**src/rtl/ivl_timer_chan.sv**
```systemverilog
module ivl_timer_chan #(
  parameter logic [1:0] CHAN_ID = 2'd0
) (
  input  logic       clk,
  input  logic       rst,
  input  logic       sel,
  input  logic       wr_en,
  input  logic       rd_en,
  input  logic [1:0] addr,
  input  logic [7:0] wdata,
  output logic [7:0] rdata,
  input  logic       cnt_en,
  input  logic       gate,
  output logic       out
);
  localparam int BW = 8;
  localparam int CW = 2 * BW;
  localparam int ND = CW / 4;

  logic [2:0]    mode_q;
  logic [1:0]    fmt_q;
  logic          bcd_q, run_q, have_n, out_q, wptr_q, rptr_q, gate_q;
  logic [CW-1:0] cnt_q, nval_q;

  function automatic logic [CW-1:0] dec_bcd(input logic [CW-1:0] v);
    logic [CW-1:0] r;
    logic b;
    r = v;
    b = 1'b1;
    for (int i = 0; i < ND; i++)
      if (b) begin
        if (v[4*i+:4] == 4'd0) r[4*i+:4] = 4'd9;
        else begin
          r[4*i+:4] = v[4*i+:4] - 4'd1;
          b = 1'b0;
        end
      end
    return r;
  endfunction

  function automatic logic [CW-1:0] half_bcd(input logic [CW-1:0] v);
    logic [CW-1:0] r;
    logic odd;
    r = '0;
    odd = 1'b0;
    for (int i = ND - 1; i >= 0; i--) begin
      r[4*i+:4] = {1'b0, v[4*i+1+:3]} + (odd ? 4'd5 : 4'd0);
      odd = v[4*i];
    end
    return r;
  endfunction

  wire cw_wr  = sel && wr_en && addr == 2'd3 && wdata[7:6] == CHAN_ID && wdata[5:4] != 2'b00;
  wire ct_wr  = sel && wr_en && addr == CHAN_ID;
  wire ct_rd  = sel && rd_en && addr == CHAN_ID;
  wire first  = ct_wr && fmt_q == 2'b11 && !wptr_q;
  wire ld     = ct_wr && !first;
  wire hw_md  = mode_q == 3'd1 || mode_q == 3'd5;
  wire trig   = hw_md && have_n && gate && !gate_q;
  wire tick   = cnt_en && run_q && (gate || hw_md);
  wire [2:0] new_mode = wdata[2] ? {1'b0, wdata[2:1]} : wdata[3:1];

  logic [CW-1:0] new_n, dcnt, hval;
  always_comb begin
    case (fmt_q)
      2'b01:   new_n = {{BW{1'b0}}, wdata};
      2'b10:   new_n = {wdata, {BW{1'b0}}};
      default: new_n = {wdata, nval_q[BW-1:0]};
    endcase
    dcnt = bcd_q ? dec_bcd(cnt_q) : cnt_q - 1'b1;
    if (nval_q == '0) hval = bcd_q ? {4'd5, {(CW-4){1'b0}}} : {1'b1, {(CW-1){1'b0}}};
    else              hval = bcd_q ? half_bcd(nval_q) : nval_q >> 1;
  end

  assign out = out_q;
  always_comb begin
    rdata = '0;
    if (ct_rd)
      case (fmt_q)
        2'b01:   rdata = cnt_q[BW-1:0];
        2'b10:   rdata = cnt_q[CW-1:BW];
        default: rdata = rptr_q ? cnt_q[CW-1:BW] : cnt_q[BW-1:0];
      endcase
  end

  always_ff @(posedge clk or posedge rst) begin
    if (rst) begin
      mode_q <= '0;  fmt_q  <= 2'b01; bcd_q  <= 1'b0;
      cnt_q  <= '0;  nval_q <= '0;    run_q  <= 1'b0;
      have_n <= 1'b0; out_q <= 1'b0;  wptr_q <= 1'b0;
      rptr_q <= 1'b0; gate_q <= 1'b0;
    end else begin
      gate_q <= gate;
      if (ct_rd && fmt_q == 2'b11) rptr_q <= !rptr_q;
      if (cw_wr) begin
        mode_q <= new_mode;
        fmt_q  <= wdata[5:4];
        bcd_q  <= wdata[0];
        run_q  <= 1'b0;
        have_n <= 1'b0;
        wptr_q <= 1'b0;
        rptr_q <= 1'b0;
        out_q  <= new_mode != 3'd0;
      end else if (first) begin
        nval_q[BW-1:0] <= wdata;
        wptr_q <= 1'b1;
        run_q  <= 1'b0;
        if (mode_q == 3'd0) out_q <= 1'b0;
      end else if (ld) begin
        nval_q <= new_n;
        wptr_q <= 1'b0;
        have_n <= 1'b1;
        if (!hw_md) begin
          cnt_q <= new_n;
          run_q <= 1'b1;
          out_q <= mode_q != 3'd0;
        end
      end else if (trig) begin
        cnt_q <= nval_q;
        run_q <= 1'b1;
        out_q <= mode_q == 3'd5;
      end else if (tick) begin
        case (mode_q)
          3'd0: begin
            cnt_q <= dcnt;
            if (cnt_q == 1) out_q <= 1'b1;
          end
          3'd1: begin
            cnt_q <= dcnt;
            if (cnt_q == 1) begin
              out_q <= 1'b1;
              run_q <= 1'b0;
            end
          end
          3'd2: begin
            if (cnt_q == 1) begin
              cnt_q <= nval_q;
              out_q <= 1'b0;
            end else begin
              cnt_q <= dcnt;
              out_q <= 1'b1;
            end
          end
          3'd3: begin
            if (cnt_q == 1) begin
              cnt_q <= nval_q;
              out_q <= 1'b1;
            end else begin
              cnt_q <= dcnt;
              if (dcnt == hval) out_q <= 1'b0;
            end
          end
          default: begin
            if (!out_q) begin
              out_q <= 1'b1;
              run_q <= 1'b0;
            end else begin
              cnt_q <= dcnt;
              if (cnt_q == 1) out_q <= 1'b0;
            end
          end
        endcase
      end
    end
  end
endmodule

```
**config.mk**
```make
export PLATFORM = sky130hd
export DESIGN_NAME = ivl_timer_chan
export DESIGN_NICKNAME = d
export VERILOG_FILES = /design/src/rtl/ivl_timer_chan.sv
export SDC_FILE = /design/constraint.sdc
export NUM_CORES = 1
export LEC_CHECK = 0
export ABC_CLOCK_PERIOD_IN_PS = 3000
export BUFFER_PORTS_ARGS = -buffer_cell sky130_fd_sc_hd__buf_2
export CORE_UTILIZATION = 35
export DETAILED_ROUTE_END_ITERATION = 6
export GPL_TIMING_DRIVEN = 0
export PLACE_DENSITY = 0.54
export SETUP_SLACK_MARGIN = 0.1
export SLEW_MARGIN = 20
export SYNTH_ARGS = -nofsm -noshare
export SYNTH_HDL_FRONTEND = slang
export SYNTH_SLANG_ARGS = --single-unit
```
**constraint.sdc**
```tcl
create_clock -name clk -period 3 [get_ports clk]
set_input_delay 0.15 -clock clk [delete_from_list [all_inputs] [get_ports clk]]
set_output_delay 0.15 -clock clk [all_outputs]
set_load 0.03 [all_outputs]
```
==> flow_summary_export.csv, run 1 <==
group,metric,value,unit
synthesis,synth_seq_area_share,31.2,%
synthesis,synth_area_leaders,"dfrtp_1 (30%), nor2_1 (5.4%), ha_1 (5.3%)",
die,dieArea,10500,um2
synthesis,synth_area_per_cell,8.34,um2
setup_path,crit_path_end_kind,"flop",
status,status,"completed",
setup_path,max_stage_delay,0.44,ns
worst_hold_path,whs_path_depth,3,
die,core-area,9770,um2
placement,gp_congestion,0.880,
worst_hold_path,hold_start,"wdata[4]",
sta,finalHoldViolCount,0,
drt,vias,3606,
synthesis,syn_area,3530,um2
synthesis,ys_types,69,
die,dieHeight,102,um
layout,final_nets,503,
synthesis,synth_edf_count,0,
synthesis,ys_ff_latch,44,
placement,port-buffer-count,25,
synthesis,synth_ff_type,"dfrtp_1",
setup_path,critPathSlowestCell,"dfrtp_2",
clock_network,clkTransAtPathRegs,0.09,ns
synthesis,yosys.area.top_type_share,30.5,%
global_route,met3_usage,2.33,%
die,initial_core_util,36.1,%
setup_path,cp_max_fo,10,
sta,slew-limit-headroom,57.7,%
sta,fmax,353,MHz
synthesis,synth_warnings,0,
sta,setup_viol_count_final,0,
layout,n_antenna_cell,0,
sta,rsz0062_at_grt,"true",
clock_network,clk_latency,0.30,ns
sta,fin_crit_sh,94.3,%
drt,viasPerCell,5.96,
sta,min_period,2.83,ns
setup_path,r2r_end,"out$_DFFE_PP0P_",
drt,ant_nets,0,
synthesis,synth-async-reset-ratio,100,%
sta,fin_ws,0.171,ns
layout,multi_input_area,2430,um2
pwr,leakagePower,1.75,nW
setup_path,path_cells,"clkbuf_4 > or3_4 > a211o_1 > a22oi_2 > inv_2 > o32a_1 > a32oi_2 > a41oi_2 > mux2_4",
setup_path,cp_num_buf_inv,2,
layout,seqCellArea,1110,um2
placement,dpl_worst_slack,-0.305,ns
global_route,grt_pass1_vias,3231,
drt,drt_wl_total,12.0,mm
global_route,grt_overflow,0,
synthesis,synth_cells,423,
clock_network,root_buffer,"clkbuf_8",
setup_path,reg2reg_depth,9,
drt,wl_per_cell,19.8,um
setup_path,critPathTopFamily,"compound AO/OA/AOI/OAI gates",
clock_network,cts_buffers,5,
global_route,top_usage_layer,"met1",
sta,fin_worst_skew,0.00643,ns
pwr,total_power,4.06,mW
layout,drive_above_1_share,23.1,%
layout,area_growth,20.4,%
global_route,grt_pass1_wl,18.4,mm
setup_path,worstReg2RegStart,"bcd_q$_DFFE_PP0P_",
clock_network,htree_num_levels,2,
setup_path,crit_required,3.19,ns
die,die_x,102,um
sta,drv_slew,0,
sta,worst_pin_slew,0.632,ns
layout,fill_cells,987,
worst_hold_path,hold_end,"fmt_q[0]$_DFFE_PP1P_",
setup_path,crit_path_start_kind,"flop",
worst_hold_path,hold_path_class,"input port to flop",
synthesis,syn_nets,455,
global_route,grt_max_degree,33,
pwr,p_per_area,954,nW/um2
drt,dr.first_iter.drc_count,299,
drt,dr.pass1.iters,5,
setup_path,crit_type,"flop to flop",
synthesis,synth_common_cells,"nor2_1 (51), nand2_1 (44), dfrtp_1 (43), o21ai_0 (36)",
clock_network,cts_sinks,44,
die,rows,36,
synthesis,synth_most_common_cell,"nor2_1",
drt,drc,0,
clock_network,cts_buffer_depth,2,
placement,dp_hpwl,9.14,mm
clock_network,cts_tree,"done",
pwr,ir_worst_vdd,365,uV
global_route,globalRouteTotalUtil,23.8,%
global_route,use_met1,36.4,%
global_route,use_met2,36.3,%
synthesis,yosysTopAreaCell,"dfrtp_1",
global_route,antenna_found_initial,0,
die,num_io_pins,26,
flow_run,maxCapViolCount,0,
setup_path,r2r_slack,0.17,ns
setup_path,critPathArrivalTime,3.02,ns
-- through the flow --
stage	TNS, ns	util [%]	cells	hold slack, ns	cell area [um2]
after floorplan	0	-	423	0.181	3530
after detailed placement	-0.402	39.3	582	0.137	3840
after global placement	-0.607	39.1	581	0.288	3820
final	0	43.5	605	0.153	4250
after CTS	0	41.3	595	0.149	4040
after global routing	0	43.5	605	0.165	4250
-- cell families after synthesis --
logic type                 count (synthesis)  synth area share (%)
AOI/OAI and AO/OA                        131                  26.6
DFF                                       44                  31.2
muxes                                     11                  3.33
adders and majority gates                 15                  5.32
and+or+nand+nor                          169                  25.0
xor gates and xnor gates                  17                  4.22
buffers and inverters                     36                  4.32
-- layout make-up --
type | instances | share of cell area, %
clock inverters | 3 | 1.00
clock buffers | 5 | 1.62
well taps | 133 | 3.92
inverters | 13 | 1.15
flip-flops and latches | 44 | 26.0
multi-input cells | 343 | 57.1
repair buffers | 43 | 6.54
plain buffers | 21 | 2.68
-- cells in the final DEF (no fill, tap or decap), types with 6 or more instances in the layout --
| master | netlist | layout |
|---|---|---|
| dfrtp_1 | 43 | 40 |
| nor2_1 | 51 | 49 |
| a22o_1 | 16 | 16 |
| inv_1 | 13 | 10 |
| a22oi_1 | 10 | 9 |
| nand2b_1 | 6 | 6 |
| a21oi_1 | 16 | 14 |
| ha_1 | 15 | 13 |
| buf_2 | 7 | 32 |
| nand3_1 | 10 | 10 |
| nand4_1 | 7 | 7 |
| clkbuf_1 | 13 | 6 |
| o21ai_0 | 36 | 34 |
| nor3_1 | 11 | 10 |
| buf_4 | 0 | 15 |
| xnor2_1 | 11 | 9 |
| nand2_1 | 44 | 44 |
| mux2i_1 | 8 | 8 |
-- registers in the layout, summed over array words and instances (netlist names), 2 cells and up --
signal / count
mode_q: 3
nval_q: 16
cnt_q: 16
fmt_q: 2
-- worst max-delay path by stage --
stage                              start                     to  slack, ns  cells after the start
floorplan           cnt_q[0]$_DFFE_PP0P_        out$_DFFE_PP0P_       0.16                     11
global placement    cnt_q[0]$_DFFE_PP0P_        out$_DFFE_PP0P_      -0.33                     11
detailed placement  cnt_q[0]$_DFFE_PP0P_        out$_DFFE_PP0P_      -0.30                     11
CTS                 cnt_q[0]$_DFFE_PP0P_        out$_DFFE_PP0P_       0.03                     11
global route        fmt_q[1]$_DFFE_PP0P_  cnt_q[12]$_DFFE_PP0P_       0.03                     10
finish                 bcd_q$_DFFE_PP0P_        out$_DFFE_PP0P_       0.17                      9
-- timing repair --
action / in CTS / in global routing
gates resized for setup: 11 / 36
setup buffers: 4 / 11
endpoints found under the setup margin: 11 / 23
hold buffers: 2 / 0
endpoints found under the hold margin: 13 / 0
pin swaps: 3 / 7
-- report_power, final --
part	switching (mW)	total [mW]	internal [mW]
clock network	0.223	0.469	0.247
registers	0.346	1.16	0.813
logic	1.38	2.43	1.05
total	1.95	4.06	2.11
-- tightest hold or removal path, delay by kind of cell --
family          cells  cell delay [ns]
simple gates        1             0.07
compound gates      1             0.07
buf+inv             1             0.16
-- layer usage --
metal	vias to the layer above	wire, um
met1	1759	5820
li1	1683	-
met3	13	719
met2	151	5280
met5	-	0
met4	0	149
(Power assumes the default switching activity.)
==> inputs of run 2 (changes only) <==
--- a/config.mk
+++ b/config.mk
@@ -5,12 +5,13 @@
 export SDC_FILE = /design/constraint.sdc
 export NUM_CORES = 1
 export LEC_CHECK = 0
-export ABC_CLOCK_PERIOD_IN_PS = 3000
+export ABC_CLOCK_PERIOD_IN_PS = 3150
 export BUFFER_PORTS_ARGS = -buffer_cell sky130_fd_sc_hd__buf_2
 export CORE_UTILIZATION = 35
+export CTS_CLUSTER_DIAMETER = 80
 export DETAILED_ROUTE_END_ITERATION = 6
 export GPL_TIMING_DRIVEN = 0
-export PLACE_DENSITY = 0.54
+export PLACE_DENSITY = 0.52
 export SETUP_SLACK_MARGIN = 0.1
 export SLEW_MARGIN = 20
 export SYNTH_ARGS = -nofsm -noshare
==> constraint.sdc (replaced) <==
create_clock -name clk -period 3.15 [get_ports clk]
set_input_delay 0.1575 -clock clk [delete_from_list [all_inputs] [get_ports clk]]
set_output_delay 0.1575 -clock clk [all_outputs]
set_load 0.03 [all_outputs]
==> run 2 against run 1 <==
Against the previous run: fmax is 5.4% lower; cell count down 1.8%; critical path depth up 2; clock skew grew 0.0046 ns; wire length grew 0.92%; register-to-register slack hardly changed; largest cell class unchanged; critical endpoint unchanged; utilization is 1.3 points lower; non-clock buffer count decreased by 11.
==> flow_summary_export.csv, run 2 (synthesis results as in run 1) <==
group,metric,value,unit
setup_path,crit_path_end_kind,"flop",
sta,min_period,2.99,ns
layout,n_antenna_cell,0,
clock_network,cts_buffers,5,
die,dieArea,10500,um2
sta,hold_ws,0.170,ns
setup_path,crit_required,3.33,ns
pwr,switching_share,48.5,%
setup_path,max_stage_delay,0.50,ns
clock_network,clk_latency,0.30,ns
layout,drive_above_1_share,17.8,%
layout,area_growth,16.7,%
sta,drv_slew,0,
setup_path,crit_type,"flop to flop",
placement,dpl_worst_slack,-0.222,ns
placement,dp_hpwl,9.17,mm
drt,wl_per_cell,20.3,um
die,rows,36,
sta,fin_setup_tns,0,ns
pwr,total_power,3.79,mW
clock_network,cts_sinks,44,
setup_path,cp_num_buf_inv,2,
pwr,switching_power,1.84,mW
global_route,grt_max_degree,24,
clock_network,clkTransAtPathRegs,0.09,ns
global_route,antenna_found_initial,0,
clock_network,root_buffer,"clkbuf_8",
clock_network,cts_tree,"done",
placement,gp_congestion,0.880,
drt,drc,0,
die,dieHeight,102,um
drt,dr.pass1.iters,5,
layout,reg.largest.list,"cnt_q x16, nval_q x16, mode_q x3",
placement,place_area,3850,um2
setup_path,critPathArrivalTime,3.17,ns
setup_path,critPathTopFamily,"simple AND/OR/NAND/NOR gates",
layout,mostFrequentLayoutCells,"nor2_1 (50), nand2_1 (44), dfrtp_1 (42), o21ai_0 (36), buf_2 (32)",
pwr,intPower,1.95,mW
sta,finalHoldViolCount,0,
sta,slew-limit-headroom,48.4,%
die,initial_core_util,36.1,%
pwr,ir_worst_vdd,355,uV
sta,fin_ws,0.160,ns
layout,final_nets,492,
setup_path,path_cells,"clkbuf_4 > inv_2 > ha_2 > nor4b_4 > a21oi_2 > a2bb2oi_4 > xnor2_1 > or4_4 > a32oi_4 > a41oi_2 > mux2_4",
pwr,seq_power_share,29.0,%
placement,placed_cells_incl_taps,582,
die,num_io_pins,26,
status,status,"completed",
global_route,grt_pass1_wl,18.7,mm
setup_path,crit_path_start_kind,"flop",
pwr,p_per_area,920,nW/um2
setup_path,critPathSlowestCell,"or4_4",
die,core-area,9770,um2
layout,instances_no_fill,594,
worst_hold_path,hold_path_class,"input port to flop",
layout,fill_cells,1011,
pwr,clkPwrFrac,11.5,%
pwr,combPwrFrac,59.5,%
global_route,grt_pass1_vias,3185,
placement,port-buffer-count,25,
global_route,globalRouteTotalUtil,24.0,%
drt,drt_wl_total,12.1,mm
sta,worst_pin_slew,0.770,ns
sta,fin_crit_sh,94.9,%
sta,rsz0062_at_grt,"false",
layout,final_util,42.1,%
clock_network,cts_buffer_depth,2,
drt,dr.first_iter.drc_count,381,
die,die_x,102,um
sta,setup_viol_count_final,0,
flow_run,maxCapViolCount,0,
global_route,grt_overflow,0,
layout,fin_area,4120,um2
pwr,leakagePower,1.68,nW
setup_path,cp_max_fo,8,
drt,ant_nets,0,
sta,fin_worst_skew,0.0110,ns
sta,fmax,334,MHz
clock_network,htree_num_levels,2,
drt,vias,3529,
layout,layout_commonest_cell,"nor2_1",
drt,viasPerCell,5.94,
==> run 2: path summary, 6_finish.rpt <==
check	from	to	slack, ns	cells after the start
min in group asynchronous	rst	nval_q[15]$_DFFE_PP0P_	0.43	3
worst max register to register	cnt_q[0]$_DFFE_PP0P_	out$_DFFE_PP0P_	0.16	11
worst min-delay path	wdata[4]	fmt_q[0]$_DFFE_PP1P_	0.17	3
worst max-delay path	cnt_q[0]$_DFFE_PP0P_	out$_DFFE_PP0P_	0.16	11
max in group asynchronous	rst	cnt_q[1]$_DFFE_PP0P_	2.20	4
worst min register to register	have_n$_DFFE_PP0P_	have_n$_DFFE_PP0P_	0.49	2
==> run 2: metal layers <==
metal  global-route usage [%]  vias to the layer above  share of wire [%]
met4                     6.37                        0                2.5
met2                     36.2                      123                 44
met5                        0                        -                  0
met1                     35.3                     1721                 48
met3                     3.49                       28                4.9
li1                         -                     1657                  -
==> run 2: timing repair <==
action | in CTS | in global routing
endpoints found under the hold margin | 21 | 0
pin swaps | 2 | 6
cloned | 0 | 0
hold buffers | 2 | 0
resized for setup | 6 | 18
setup buffers | 1 | 2
setup endpoints to repair | 1 | 15
==> run 2: power groups by stage <==
stage	clock (mW)	sequential (mW)	combinational (mW)
global placement	0	1.08	1.98
finish	0.436	1.10	2.26
CTS	0.447	1.08	2.07
floorplan	0	0.985	1.51
global route	0.468	1.13	2.46
detailed placement	0	1.09	2.01
==> run 2: layout make-up <==
class	count	area, um2	area share (%)
multi-input cells	343	2390	58.1
inverters	13	48.8	1.18
clock inverters	2	35.0	0.851
repair buffers	31	195	4.74
clock buffers	6	72.6	1.76
flip-flops and latches	44	1100	26.8
plain buffers	22	105	2.55
well taps	133	166	4.04
==> run 2: worst register-to-register path: stages (launching register included) <==
cell and delay, ns:
dfrtp_1 0.39, clkbuf_4 0.19, inv_2 0.12, ha_2 0.22, nor4b_4 0.34, a21oi_2 0.10, a2bb2oi_4 0.18, xnor2_1 0.15
or4_4 0.50, a32oi_4 0.22, a41oi_2 0.16, mux2_4 0.32
